===== src/rtl/wm_pkg.sv =====
package wm_pkg;

    typedef enum logic [2:0] {
        ST_IDLE,
        ST_CHECK,
        ST_SCAN,
        ST_EVICT,
        ST_DONE
    } trim_state_t;

endpackage


===== src/rtl/wm_slice_counters.sv =====
module wm_slice_counters #(
    parameter int NUM_EXPERTS = 8,
    parameter int CNT_W       = 4,
    parameter int IDX_W       = $clog2(NUM_EXPERTS),
    parameter int OCC_W       = $clog2(2 * NUM_EXPERTS + 1)
) (
    input  logic             clk,
    input  logic             rst_n,
    input  logic             clear,
    input  logic             cnt_en,
    input  logic             set_en,
    input  logic [IDX_W-1:0] acc_idx,
    input  logic             acc_hiprec,
    input  logic             drop_en,
    input  logic [IDX_W-1:0] drop_idx,
    input  logic             drop_lo,
    output logic [CNT_W-1:0] cnt_hi [NUM_EXPERTS],
    output logic [CNT_W-1:0] cnt_lo [NUM_EXPERTS],
    output logic [NUM_EXPERTS-1:0] res_hi,
    output logic [NUM_EXPERTS-1:0] res_lo,
    output logic [OCC_W-1:0] occupancy
);

    localparam logic [CNT_W-1:0] CNT_MAX = {CNT_W{1'b1}};

    for (genvar g = 0; g < NUM_EXPERTS; g++) begin : g_slot
        logic             sel_acc;
        logic             sel_drop;
        logic [CNT_W-1:0] hi_q;
        logic [CNT_W-1:0] lo_q;
        logic [CNT_W-1:0] hi_base;
        logic [CNT_W-1:0] lo_base;
        logic             rh_q;
        logic             rl_q;

        assign sel_acc  = (acc_idx == IDX_W'(g));
        assign sel_drop = drop_en && (drop_idx == IDX_W'(g));
        assign hi_base  = clear ? '0 : hi_q;
        assign lo_base  = clear ? '0 : lo_q;

        always_ff @(posedge clk or negedge rst_n) begin
            if (!rst_n) begin
                hi_q <= '0;
                lo_q <= '0;
            end else begin
                if (cnt_en && sel_acc && hi_base != CNT_MAX)
                    hi_q <= hi_base + 1'b1;
                else
                    hi_q <= hi_base;
                if (cnt_en && sel_acc && acc_hiprec && lo_base != CNT_MAX)
                    lo_q <= lo_base + 1'b1;
                else
                    lo_q <= lo_base;
            end
        end

        always_ff @(posedge clk or negedge rst_n) begin
            if (!rst_n) begin
                rh_q <= 1'b0;
                rl_q <= 1'b0;
            end else if (sel_drop) begin
                if (drop_lo) rl_q <= 1'b0;
                else         rh_q <= 1'b0;
            end else if (set_en && sel_acc) begin
                rh_q <= 1'b1;
                if (acc_hiprec) rl_q <= 1'b1;
            end
        end

        assign cnt_hi[g] = hi_q;
        assign cnt_lo[g] = lo_q;
        assign res_hi[g] = rh_q;
        assign res_lo[g] = rl_q;

        AST_CNT_SATURATE: assert property (@(posedge clk) disable iff (!rst_n)
            (hi_q == CNT_MAX && !clear) |=> hi_q == CNT_MAX);
        AST_LO_NEEDS_HI: assert property (@(posedge clk) disable iff (!rst_n)
            rl_q |-> rh_q);
    end

    always_comb begin
        occupancy = '0;
        for (int i = 0; i < NUM_EXPERTS; i++) begin
            occupancy = occupancy + OCC_W'(res_hi[i]) + OCC_W'(res_lo[i]);
        end
    end

endmodule


===== src/rtl/wm_min_scan.sv =====
module wm_min_scan #(
    parameter int NUM_EXPERTS = 8,
    parameter int CNT_W       = 4,
    parameter int IDX_W       = $clog2(NUM_EXPERTS)
) (
    input  logic             clk,
    input  logic             rst_n,
    input  logic             start,
    input  logic             use_lo,
    input  logic [CNT_W-1:0] cnt_hi [NUM_EXPERTS],
    input  logic [CNT_W-1:0] cnt_lo [NUM_EXPERTS],
    input  logic [NUM_EXPERTS-1:0] res_hi,
    input  logic [NUM_EXPERTS-1:0] res_lo,
    output logic             scan_done,
    output logic             best_found,
    output logic [IDX_W-1:0] best_idx
);

    localparam logic [IDX_W-1:0] LAST_IDX = IDX_W'(NUM_EXPERTS - 1);

    logic             busy_q;
    logic [IDX_W-1:0] idx_q;
    logic [CNT_W-1:0] best_cnt_q;
    logic             cand_res;
    logic [CNT_W-1:0] cand_cnt;
    logic             better;

    assign cand_res = use_lo ? res_lo[idx_q] : res_hi[idx_q];
    assign cand_cnt = use_lo ? cnt_lo[idx_q] : cnt_hi[idx_q];
    // strict less-than keeps the earlier (lower) index on ties
    assign better   = cand_res && (!best_found || cand_cnt < best_cnt_q);

    always_ff @(posedge clk or negedge rst_n) begin
        if (!rst_n) begin
            busy_q     <= 1'b0;
            idx_q      <= '0;
            best_cnt_q <= '0;
            best_idx   <= '0;
            best_found <= 1'b0;
            scan_done  <= 1'b0;
        end else if (start) begin
            busy_q     <= 1'b1;
            idx_q      <= '0;
            best_found <= 1'b0;
            scan_done  <= 1'b0;
        end else if (busy_q) begin
            if (better) begin
                best_cnt_q <= cand_cnt;
                best_idx   <= idx_q;
                best_found <= 1'b1;
            end
            if (idx_q == LAST_IDX) begin
                busy_q    <= 1'b0;
                scan_done <= 1'b1;
            end else begin
                idx_q <= idx_q + 1'b1;
            end
        end else begin
            scan_done <= 1'b0;
        end
    end

    AST_SCAN_DONE_PULSE: assert property (@(posedge clk) disable iff (!rst_n)
        scan_done |=> !scan_done);
    AST_SCAN_FINDS: assert property (@(posedge clk) disable iff (!rst_n)
        scan_done |-> best_found);

endmodule


===== src/rtl/warmup_evictor.sv =====
module warmup_evictor #(
    parameter int NUM_EXPERTS = 8,
    parameter int CNT_W       = 4,
    parameter int IDX_W       = $clog2(NUM_EXPERTS),
    parameter int OCC_W       = $clog2(2 * NUM_EXPERTS + 1)
) (
    input  logic             clk,
    input  logic             rst_n,
    input  logic             phase_prefill,
    input  logic             acc_valid,
    input  logic [IDX_W-1:0] acc_expert,
    input  logic             acc_hiprec,
    input  logic [OCC_W-1:0] decode_budget,
    output logic             evict_valid,
    output logic [IDX_W-1:0] evict_expert,
    output logic             evict_lo,
    output logic             trim_done
);
    import wm_pkg::*;

    trim_state_t state_q, state_d;
    logic        prev_phase_q;
    logic        tier_lo_q;
    logic        phase_fall, phase_rise;
    logic        accepting;
    logic        scan_start;

    logic [CNT_W-1:0]       cnt_hi [NUM_EXPERTS];
    logic [CNT_W-1:0]       cnt_lo [NUM_EXPERTS];
    logic [NUM_EXPERTS-1:0] res_hi, res_lo;
    logic [OCC_W-1:0]       occupancy;
    logic                   scan_done, best_found;
    logic [IDX_W-1:0]       best_idx;

    assign phase_fall = prev_phase_q && !phase_prefill;
    assign phase_rise = phase_prefill && !prev_phase_q;
    assign accepting  = acc_valid &&
                        ((state_q == ST_IDLE && phase_prefill) || state_q == ST_DONE);
    assign scan_start = (state_q == ST_CHECK) && (occupancy > decode_budget);

    wm_slice_counters #(
        .NUM_EXPERTS(NUM_EXPERTS), .CNT_W(CNT_W), .IDX_W(IDX_W), .OCC_W(OCC_W)
    ) u_counters (
        .clk        (clk),
        .rst_n      (rst_n),
        .clear      (phase_rise),
        .cnt_en     (accepting && phase_prefill),
        .set_en     (accepting),
        .acc_idx    (acc_expert),
        .acc_hiprec (acc_hiprec),
        .drop_en    (evict_valid),
        .drop_idx   (evict_expert),
        .drop_lo    (evict_lo),
        .cnt_hi     (cnt_hi),
        .cnt_lo     (cnt_lo),
        .res_hi     (res_hi),
        .res_lo     (res_lo),
        .occupancy  (occupancy)
    );

    wm_min_scan #(
        .NUM_EXPERTS(NUM_EXPERTS), .CNT_W(CNT_W), .IDX_W(IDX_W)
    ) u_scan (
        .clk        (clk),
        .rst_n      (rst_n),
        .start      (scan_start),
        .use_lo     (tier_lo_q),
        .cnt_hi     (cnt_hi),
        .cnt_lo     (cnt_lo),
        .res_hi     (res_hi),
        .res_lo     (res_lo),
        .scan_done  (scan_done),
        .best_found (best_found),
        .best_idx   (best_idx)
    );

    // next-state logic
    always_comb begin
        state_d = state_q;
        unique case (state_q)
            ST_IDLE:  if (phase_fall) state_d = ST_CHECK;
            ST_CHECK: state_d = (occupancy <= decode_budget) ? ST_DONE : ST_SCAN;
            ST_SCAN:  if (scan_done) state_d = ST_EVICT;
            ST_EVICT: state_d = ST_CHECK;
            ST_DONE:  if (phase_prefill) state_d = ST_IDLE;
            default:  state_d = ST_IDLE;
        endcase
    end

    // state register, phase history and tier selection
    always_ff @(posedge clk or negedge rst_n) begin
        if (!rst_n) begin
            state_q      <= ST_IDLE;
            prev_phase_q <= 1'b0;
            tier_lo_q    <= 1'b0;
        end else begin
            state_q      <= state_d;
            prev_phase_q <= phase_prefill;
            if (state_q == ST_CHECK) tier_lo_q <= |res_lo;
        end
    end

    // outputs
    always_comb begin
        evict_valid  = (state_q == ST_EVICT);
        evict_expert = best_idx;
        evict_lo     = tier_lo_q;
        trim_done    = (state_q == ST_DONE);
    end

    AST_EVICT_ONE_CYCLE: assert property (@(posedge clk) disable iff (!rst_n)
        evict_valid |=> !evict_valid);
    AST_VICTIM_RESIDENT: assert property (@(posedge clk) disable iff (!rst_n)
        evict_valid |-> (evict_lo ? res_lo[evict_expert] : res_hi[evict_expert]));
    AST_LO_TIER_FIRST: assert property (@(posedge clk) disable iff (!rst_n)
        (evict_valid && !evict_lo) |-> (res_lo == '0));
    AST_DONE_IN_BUDGET: assert property (@(posedge clk) disable iff (!rst_n)
        $rose(trim_done) |-> (occupancy <= decode_budget));
    AST_QUIET_WHEN_DONE: assert property (@(posedge clk) disable iff (!rst_n)
        trim_done |-> !evict_valid);
    AST_NO_TRIM_IN_PREFILL: assert property (@(posedge clk) disable iff (!rst_n)
        (phase_prefill && prev_phase_q && state_q == ST_IDLE) |=> !evict_valid);

    for (genvar g = 0; g < NUM_EXPERTS; g++) begin : g_chk
        AST_DECODE_NO_COUNT: assert property (@(posedge clk) disable iff (!rst_n)
            !phase_prefill |=> ($stable(cnt_hi[g]) && $stable(cnt_lo[g])));
    end

endmodule


===== config.mk =====
export PLATFORM = sky130hd
export DESIGN_NAME = warmup_evictor
export DESIGN_NICKNAME = d
export VERILOG_FILES = /design/src/rtl/wm_pkg.sv /design/src/rtl/wm_slice_counters.sv /design/src/rtl/wm_min_scan.sv /design/src/rtl/warmup_evictor.sv
export SDC_FILE = /design/constraint.sdc
export NUM_CORES = 1
export LEC_CHECK = 0
export BUFFER_PORTS_ARGS = -buffer_cell sky130_fd_sc_hd__buf_2
export CORE_MARGIN = 8
export CORE_UTILIZATION = 38
export CTS_CLUSTER_DIAMETER = 80
export DETAILED_ROUTE_END_ITERATION = 12
export GPL_TIMING_DRIVEN = 0
export PLACE_DENSITY = 0.64
export SLEW_MARGIN = 20
export SYNTH_ARGS = -nofsm -noshare
export SYNTH_HDL_FRONTEND = slang
export SYNTH_SLANG_ARGS = --single-unit

===== constraint.sdc =====
create_clock -name clk -period 4.9 [get_ports clk]
set_input_delay 0.98 -clock clk [delete_from_list [all_inputs] [get_ports clk]]
set_output_delay 0.98 -clock clk [all_outputs]
set_load 0.02 [all_outputs]

==> out/results.ini, run 1 <==
[status]
status = finished, violations left
violations = setup timing

[clock_tree]
ctsRootBufferMaster = clkbuf_16
numClockSinks = 98
cts-hold-fix-buffers = 0
clk_latency_ps = 360
htreeDepth = 3
cts_tree = done
clkTransAtPathRegs_ps = 80
cts_buffer_depth = 2
cts_buffers = 9

[setup_path]
worstSetupEndpoint = u_scan.best_cnt_q[3]$_DFFE_PN0P_
max_stage_delay_ps = 490
startpoint = u_counters.g_slot[0].rh_q$_DFFE_PN0P_
crit_top_cell = fa_1
r2r_slack_ps = -320
r2r_start = u_counters.g_slot[0].rh_q$_DFFE_PN0P_
worst_path_max_delay_cell = fa_1
path_class = register to register
cp.required_ps = 5140
worst_setup_path_end_kind = register
path_cells = ha_1 -> inv_2 -> fa_1 -> inv_1 -> fa_1 -> fa_1 -> inv_1 -> fa_1 -> fa_2 -> inv_2 -> fa_2 -> buf_4 -> xor2_2 -> ha_1 -> and3_4 -> mux2i_2 -> o211ai_1 -> o2111ai_4 -> mux2_2
crit_fanout = 8
rr_endpoint = u_scan.best_cnt_q[3]$_DFFE_PN0P_
start_kind = register
reg2reg_depth = 19
arrival_ps = 5470

[power_and_ir_drop]
vdd_ir_drop_max_mv = 0.545
p_switching_mw = 1.42
p_leak_nw = 3.06
p_int_mw = 2.34
p_clk_frac = 0.209
comb_power_share = 0.525
power.share.sequential = 0.266
powerDensity_mw_per_mm2 = 538
switching_share = 0.377

[run]
max_cap_violations = 0

[detailed_routing]
first_pass_iters = 5
routed_wl_microns = 15800
drt-wirelength-per-cell_microns = 19.1
routed-via-count = 4647
drc = 0
viasPerCell = 5.63
antenna_left = 0
drtIter0Drc = 445

[cells_and_area]
final_area_sq_mm = 0.00699
areaGrowthSynthToFinish_pct = 14.4
layout.nets = 660
layout.cells.most_common_list = dfrtp_1 (98), nand2_1 (39), and2_1 (33), inv_1 (31), ha_1 (31)
drive_gt1_frac = 0.202
antennaDiodeCount = 0
layout_commonest_cell = dfrtp_1

[logic_synthesis]
syn_avg_cell_area_sq_um = 10.8
yosys_warnings = 0
syn-cell-area_sq_mm = 0.00611
synth-main-ff-cell = dfrtp_1
synth-async-reset-ratio = 1.00
syn_nets = 620
synth.distinct_cells = 55
synth_cells = 565
yosys_register_bits = 98
yosysSeqAreaShare = 0.402
synth_enable_flop_cells = 0

[global_routing]
grt_pass1_wl_microns = 25800
grtUsageTotal = 0.164
grt_start_max_net_pins = 61
overflow = 0
antenna_found_initial = 0
grt_pass1_vias = 4722

[floorplanning]
die-height_microns = 143
ios = 19
start_util = 0.387
placeableCoreArea_sq_mm = 0.0158
die_x_microns = 143
die_area_sq_mm = 0.0204
rows = 46

[placement]
hpwlAfterDp_microns = 11800
gp_congestion = 0.888
portBuffers = 17
placed_area_sq_mm = 0.00652

[min_path]
hold_class = register to register
hold_depth = 1

[sta]
setup_viol_count_final = 14
relSlewSlack = 0.463
setup_slack_ps = -325
finalCriticalPeriod_ps = 5220
finalHoldViolations = 0
timing.fmax_mhz = 191
slew_violations = 0
finalCritPeriodShare = 1.07
worst_slew_pin_slew_ps = 805
rsz0062_at_grt = true
tns_ps = -2770
finClkSkew_ps = 7.75

[stage by stage]
step	total power, mW	util	cells	hold slack, ps	setup slack (ps)
after global placement	2.55	0.411	798	488	-460
after global routing	4.07	0.443	826	547	-523
after CTS	3.58	0.439	821	511	-302
final	3.76	0.443	826	510	-325
after floorplan	2.21	-	565	447	-120
after detailed placement	2.64	0.414	799	495	-527
[cell usage after synthesis, drive strengths merged, types with 4 or more instances]
| library cell | number | area (sq um) |
|---|---|---|
| dfrtp | 98 | 2450 |
| nand2 | 39 | 146 |
| and2 | 34 | 213 |
| inv | 33 | 124 |
| ha | 32 | 400 |
| nand4 | 29 | 181 |
| nand3 | 26 | 130 |
| o21ai | 25 | 125 |
| mux2 | 24 | 274 |
| mux4 | 24 | 541 |
| nor2 | 21 | 78.8 |
| xor2 | 21 | 184 |
| clkbuf | 19 | 71.3 |
| xnor2 | 19 | 166 |
| a21oi | 15 | 75.1 |
| nand2b | 12 | 75.1 |
| fa | 10 | 200 |
| and3 | 9 | 56.3 |
| nor3 | 9 | 45.0 |
| or3 | 8 | 55.1 |
| mux2i | 6 | 60.1 |
| nor2b | 5 | 31.3 |
| nor3b | 5 | 58.8 |
| o211ai | 5 | 37.5 |
| buf | 4 | 25.0 |
[routing by layer]
layer | track usage | vias to the layer above | share of wire
li1 | - | 2111 | -
met1 | 0.201 | 2362 | 0.42
met2 | 0.273 | 143 | 0.50
met3 | 0.0324 | 31 | 0.057
met4 | 0.0777 | 0 | 0.029
met5 | 0 | - | 0
[state kept, by name (all words and copies together), names as in the netlist]
register and cells:
u_scan.scan_done 1, u_counters.g_slot.lo_q 32, u_scan.best_idx 3, u_scan.best_found 1, state_q 3, u_scan.busy_q 1
u_counters.g_slot.rl_q 8, u_scan.idx_q 3, prev_phase_q 1, u_counters.g_slot.hi_q 32, u_scan.best_cnt_q 4, u_counters.g_slot.rh_q 8
evict_lo 1
[area by class of cell]
type                            count  area, sq um
Clock inverter                      7          103
Multi-Input combinational cell    411         3510
Clock buffer                        9          225
Inverter                           33          124
Timing Repair Buffer               29          201
Fill cell                        1504         8780
Sequential cell                    98         2450
Buffer                             23         96.3
Tap cell                          216          270
[critical path, delay by kind of cell, from the launching register on]
kind	cells	cell delay (ps)
and+or+nand+nor	1	190
buffers and inverters	5	330
AOI/OAI and AO/OA	2	450
DFF	1	400
muxes	2	560
xor gates and xnor gates	1	140
adders and majority gates	8	3040
[kinds of logic (layout without fill, tap and decap cells)]
| kind of cell | count (synthesis) | after routing | synth area share |
|---|---|---|---|
| simple gates | 213 | 213 | 0.201 |
| flops | 98 | 98 | 0.402 |
| compound gates | 62 | 62 | 0.0629 |
| buf+inv | 56 | 101 | 0.0361 |
| mux | 54 | 54 | 0.143 |
| fa+ha+maj | 42 | 42 | 0.0983 |
| xor+xnor | 40 | 40 | 0.0574 |
[worst min-delay path by stage]
stage | from | to
2_1_floorplan | u_scan.best_found$_DFFE_PN0P_ | u_scan.best_found$_DFFE_PN0P_
3_3_place_gp | u_scan.best_cnt_q[3]$_DFFE_PN0P_ | u_scan.best_cnt_q[3]$_DFFE_PN0P_
3_5_place_dp | u_scan.best_cnt_q[3]$_DFFE_PN0P_ | u_scan.best_cnt_q[3]$_DFFE_PN0P_
4_1_cts | u_scan.best_cnt_q[3]$_DFFE_PN0P_ | u_scan.best_cnt_q[3]$_DFFE_PN0P_
5_1_grt | rst_n | u_counters.g_slot[3].lo_q[2]$_DFF_PN0_
6_report | u_scan.best_cnt_q[3]$_DFFE_PN0P_ | u_scan.best_cnt_q[3]$_DFFE_PN0P_
[repair_timing]
item,4_1_cts,5_1_grt
cloned,0,0
pin swaps,9,5
setup buffers,6,5
resized for setup,7,6
setup endpoints to repair,12,15
[power groups by stage]
stage | Sequential (mW) | Combinational (mW) | Clock [mW]
final | 1.00 | 1.97 | 0.787
after detailed placement | 1.02 | 1.62 | 0
after global routing | 1.02 | 2.22 | 0.835
after global placement | 1.01 | 1.54 | 0
after CTS | 1.00 | 1.78 | 0.801
after floorplan | 0.994 | 1.22 | 0
No activity file was read; power rests on OpenSTA's default activity.
==> run 2, diff against run 1 <==
PLACE_DENSITY = 0.62   (was 0.64)
clock period = 5.46 ns   (was 4.9 ns; I/O delays follow)
==> out/results.ini, run 2 (synthesis gave the netlist of run 1 again) <==
[global_routing]
antenna_found_initial = 0
overflow = 0
grtUsageTotal = 0.163
grt_pass1_wl_microns = 25200
grtUsageMet1 = 0.197
met2_usage = 0.276
grt_start_max_net_pins = 61
grt_pass1_vias = 4651
busiest_layer = met2
use_met3 = 0.0391

[clock_tree]
htreeDepth = 3
cts_tree = done
cts_buffers = 9
cts_buffer_depth = 2
clk_latency_ps = 360
cts-hold-fix-buffers = 0
ctsRootBufferMaster = clkbuf_16
clkTransAtPathRegs_ps = 60
numClockSinks = 98

[sta]
setup_viol_count_final = 0
finalCriticalPeriod_ps = 5240
finClkSkew_ps = 11.7
finalHoldViolations = 0
slew_violations = 0
relSlewSlack = 0.475
rsz0062_at_grt = true
timing.fmax_mhz = 191
worst_slew_pin_slew_ps = 788
finalCritPeriodShare = 0.960
tns_ps = 0

[run]
max_cap_violations = 0

[status]
status = completed

[power_and_ir_drop]
p_leak_nw = 3.06
vdd_ir_drop_max_mv = 0.500
fin_total_pwr_mw = 3.12
powerDensity_mw_per_mm2 = 450

[cells_and_area]
largestRegisters = u_counters.g_slot.hi_q: 32 flops, u_counters.g_slot.lo_q: 32 flops
finish.utilization = 0.439
layout_commonest_cell = dfrtp_1
areaGrowthSynthToFinish_pct = 13.3
layout.nets = 656
layout.cells.most_common_list = dfrtp_1 (98), nand2_1 (39), and2_1 (34), inv_1 (32), ha_1 (32)
drive_gt1_frac = 0.186
antennaDiodeCount = 0
stdcell_count = 822

[min_path]
min_from = u_scan.best_found$_DFFE_PN0P_
hold_class = register to register
hold_depth = 2
hold_end = u_scan.best_found$_DFFE_PN0P_

[detailed_routing]
routed-via-count = 4588
drc = 0
routed_wl_microns = 15800
drtIter0Drc = 373
antenna_left = 0
viasPerCell = 5.58
drt-wirelength-per-cell_microns = 19.2
first_pass_iters = 5

[setup_path]
cp.required_ps = 5690
r2r_slack_ps = 220
crit_fanout = 8
arrival_ps = 5470
path_cells = ha_1 -> inv_1 -> fa_1 -> inv_1 -> fa_1 -> fa_1 -> inv_1 -> fa_1 -> fa_2 -> inv_2 -> fa_2 -> ha_1 -> nor2b_1 -> o21a_1 -> o211ai_1 -> buf_4 -> o2111ai_4 -> mux2_4
max_stage_delay_ps = 500
reg2reg_depth = 18
start_kind = register
crit_top_cell = fa_1
rr_endpoint = u_scan.best_cnt_q[3]$_DFFE_PN0P_
worst_path_max_delay_cell = fa_1
r2r_start = u_counters.g_slot[0].rl_q$_DFFE_PN0P_
worst_setup_path_end_kind = register
path_class = register to register

[floorplanning]
die-height_microns = 143
ios = 19
placeableCoreArea_sq_mm = 0.0158
start_util = 0.387
die_x_microns = 143
die_area_sq_mm = 0.0204
rows = 46

[placement]
hpwlAfterDp_microns = 11700
place_inst = 799
portBuffers = 17
gp_congestion = 0.864

-- run 2: final cells by class --
class	instances	area (sq um)
Sequential cell	98	2450
Buffer	23	96.3
Inverter	33	124
Clock buffer	12	267
Multi-Input combinational cell	411	3490
Fill cell	1526	8850
Tap cell	216	270
Timing Repair Buffer	25	171
Clock inverter	4	48.8
-- run 2: how the worst max path moves through the flow --
stage	from	end	slack, ps	cells after the start
2_1_floorplan	u_counters.g_slot[0].rl_q$_DFFE_PN0P_	u_scan.best_cnt_q[1]$_DFFE_PN0P_	380	17
3_3_place_gp	u_counters.g_slot[0].rl_q$_DFFE_PN0P_	u_scan.best_idx[1]$_DFFE_PN0P_	-170	19
3_5_place_dp	u_counters.g_slot[0].rl_q$_DFFE_PN0P_	u_scan.best_cnt_q[1]$_DFFE_PN0P_	-230	17
4_1_cts	u_counters.g_slot[0].rl_q$_DFFE_PN0P_	u_scan.best_idx[1]$_DFFE_PN0P_	20	20
5_1_grt	u_counters.g_slot[0].rl_q$_DFFE_PN0P_	u_scan.best_cnt_q[3]$_DFFE_PN0P_	-50	20
6_report	u_counters.g_slot[0].rl_q$_DFFE_PN0P_	u_scan.best_cnt_q[3]$_DFFE_PN0P_	220	18
-- run 2: repair_timing --
item / CTS / global route
endpoints found under the hold margin: 0 / 0
resized for setup: 0 / 14
buffers inserted: 2 / 5
setup endpoints to repair: 7 / 8
pin swaps: 1 / 5
-- run 2: metal layers --
| metal | up-vias | wire length (microns) | share of wire |
|---|---|---|---|
| met3 | 24 | 928 | 0.059 |
| met2 | 136 | 7760 | 0.49 |
| li1 | 2100 | - | - |
| met5 | - | 0 | 0 |
| met4 | 0 | 408 | 0.026 |
| met1 | 2328 | 6690 | 0.42 |
-- run 2: critical path, delay by kind of cell (launching register included) --
family | cells | cell delay [ps]
AOI/OAI and AO/OA | 3 | 590
adders and majority gates | 8 | 3260
buffers and inverters | 5 | 400
DFF | 1 | 390
muxes | 1 | 370
and+or+nand+nor | 1 | 130
-- run 2: metrics by stage --
stage                     hold WS [ps]  setup WS, ps  instance area, sq um
after global routing               521         -45.9                  6920
after detailed placement           489          -232                  6500
after floorplan                    447           380                  6110
after global placement             473          -166                  6460
after CTS                          505          22.9                  6830
final                              496           218                  6920
-- run 2: report_power, final --
group	switching, mW	total, mW	leakage, nW	internal (mW)
Combinational	0.816	1.54	1.64	0.728
Clock	0.284	0.676	0.159	0.392
Sequential	0.0898	0.895	1.26	0.806
Total	1.19	3.12	3.06	1.93
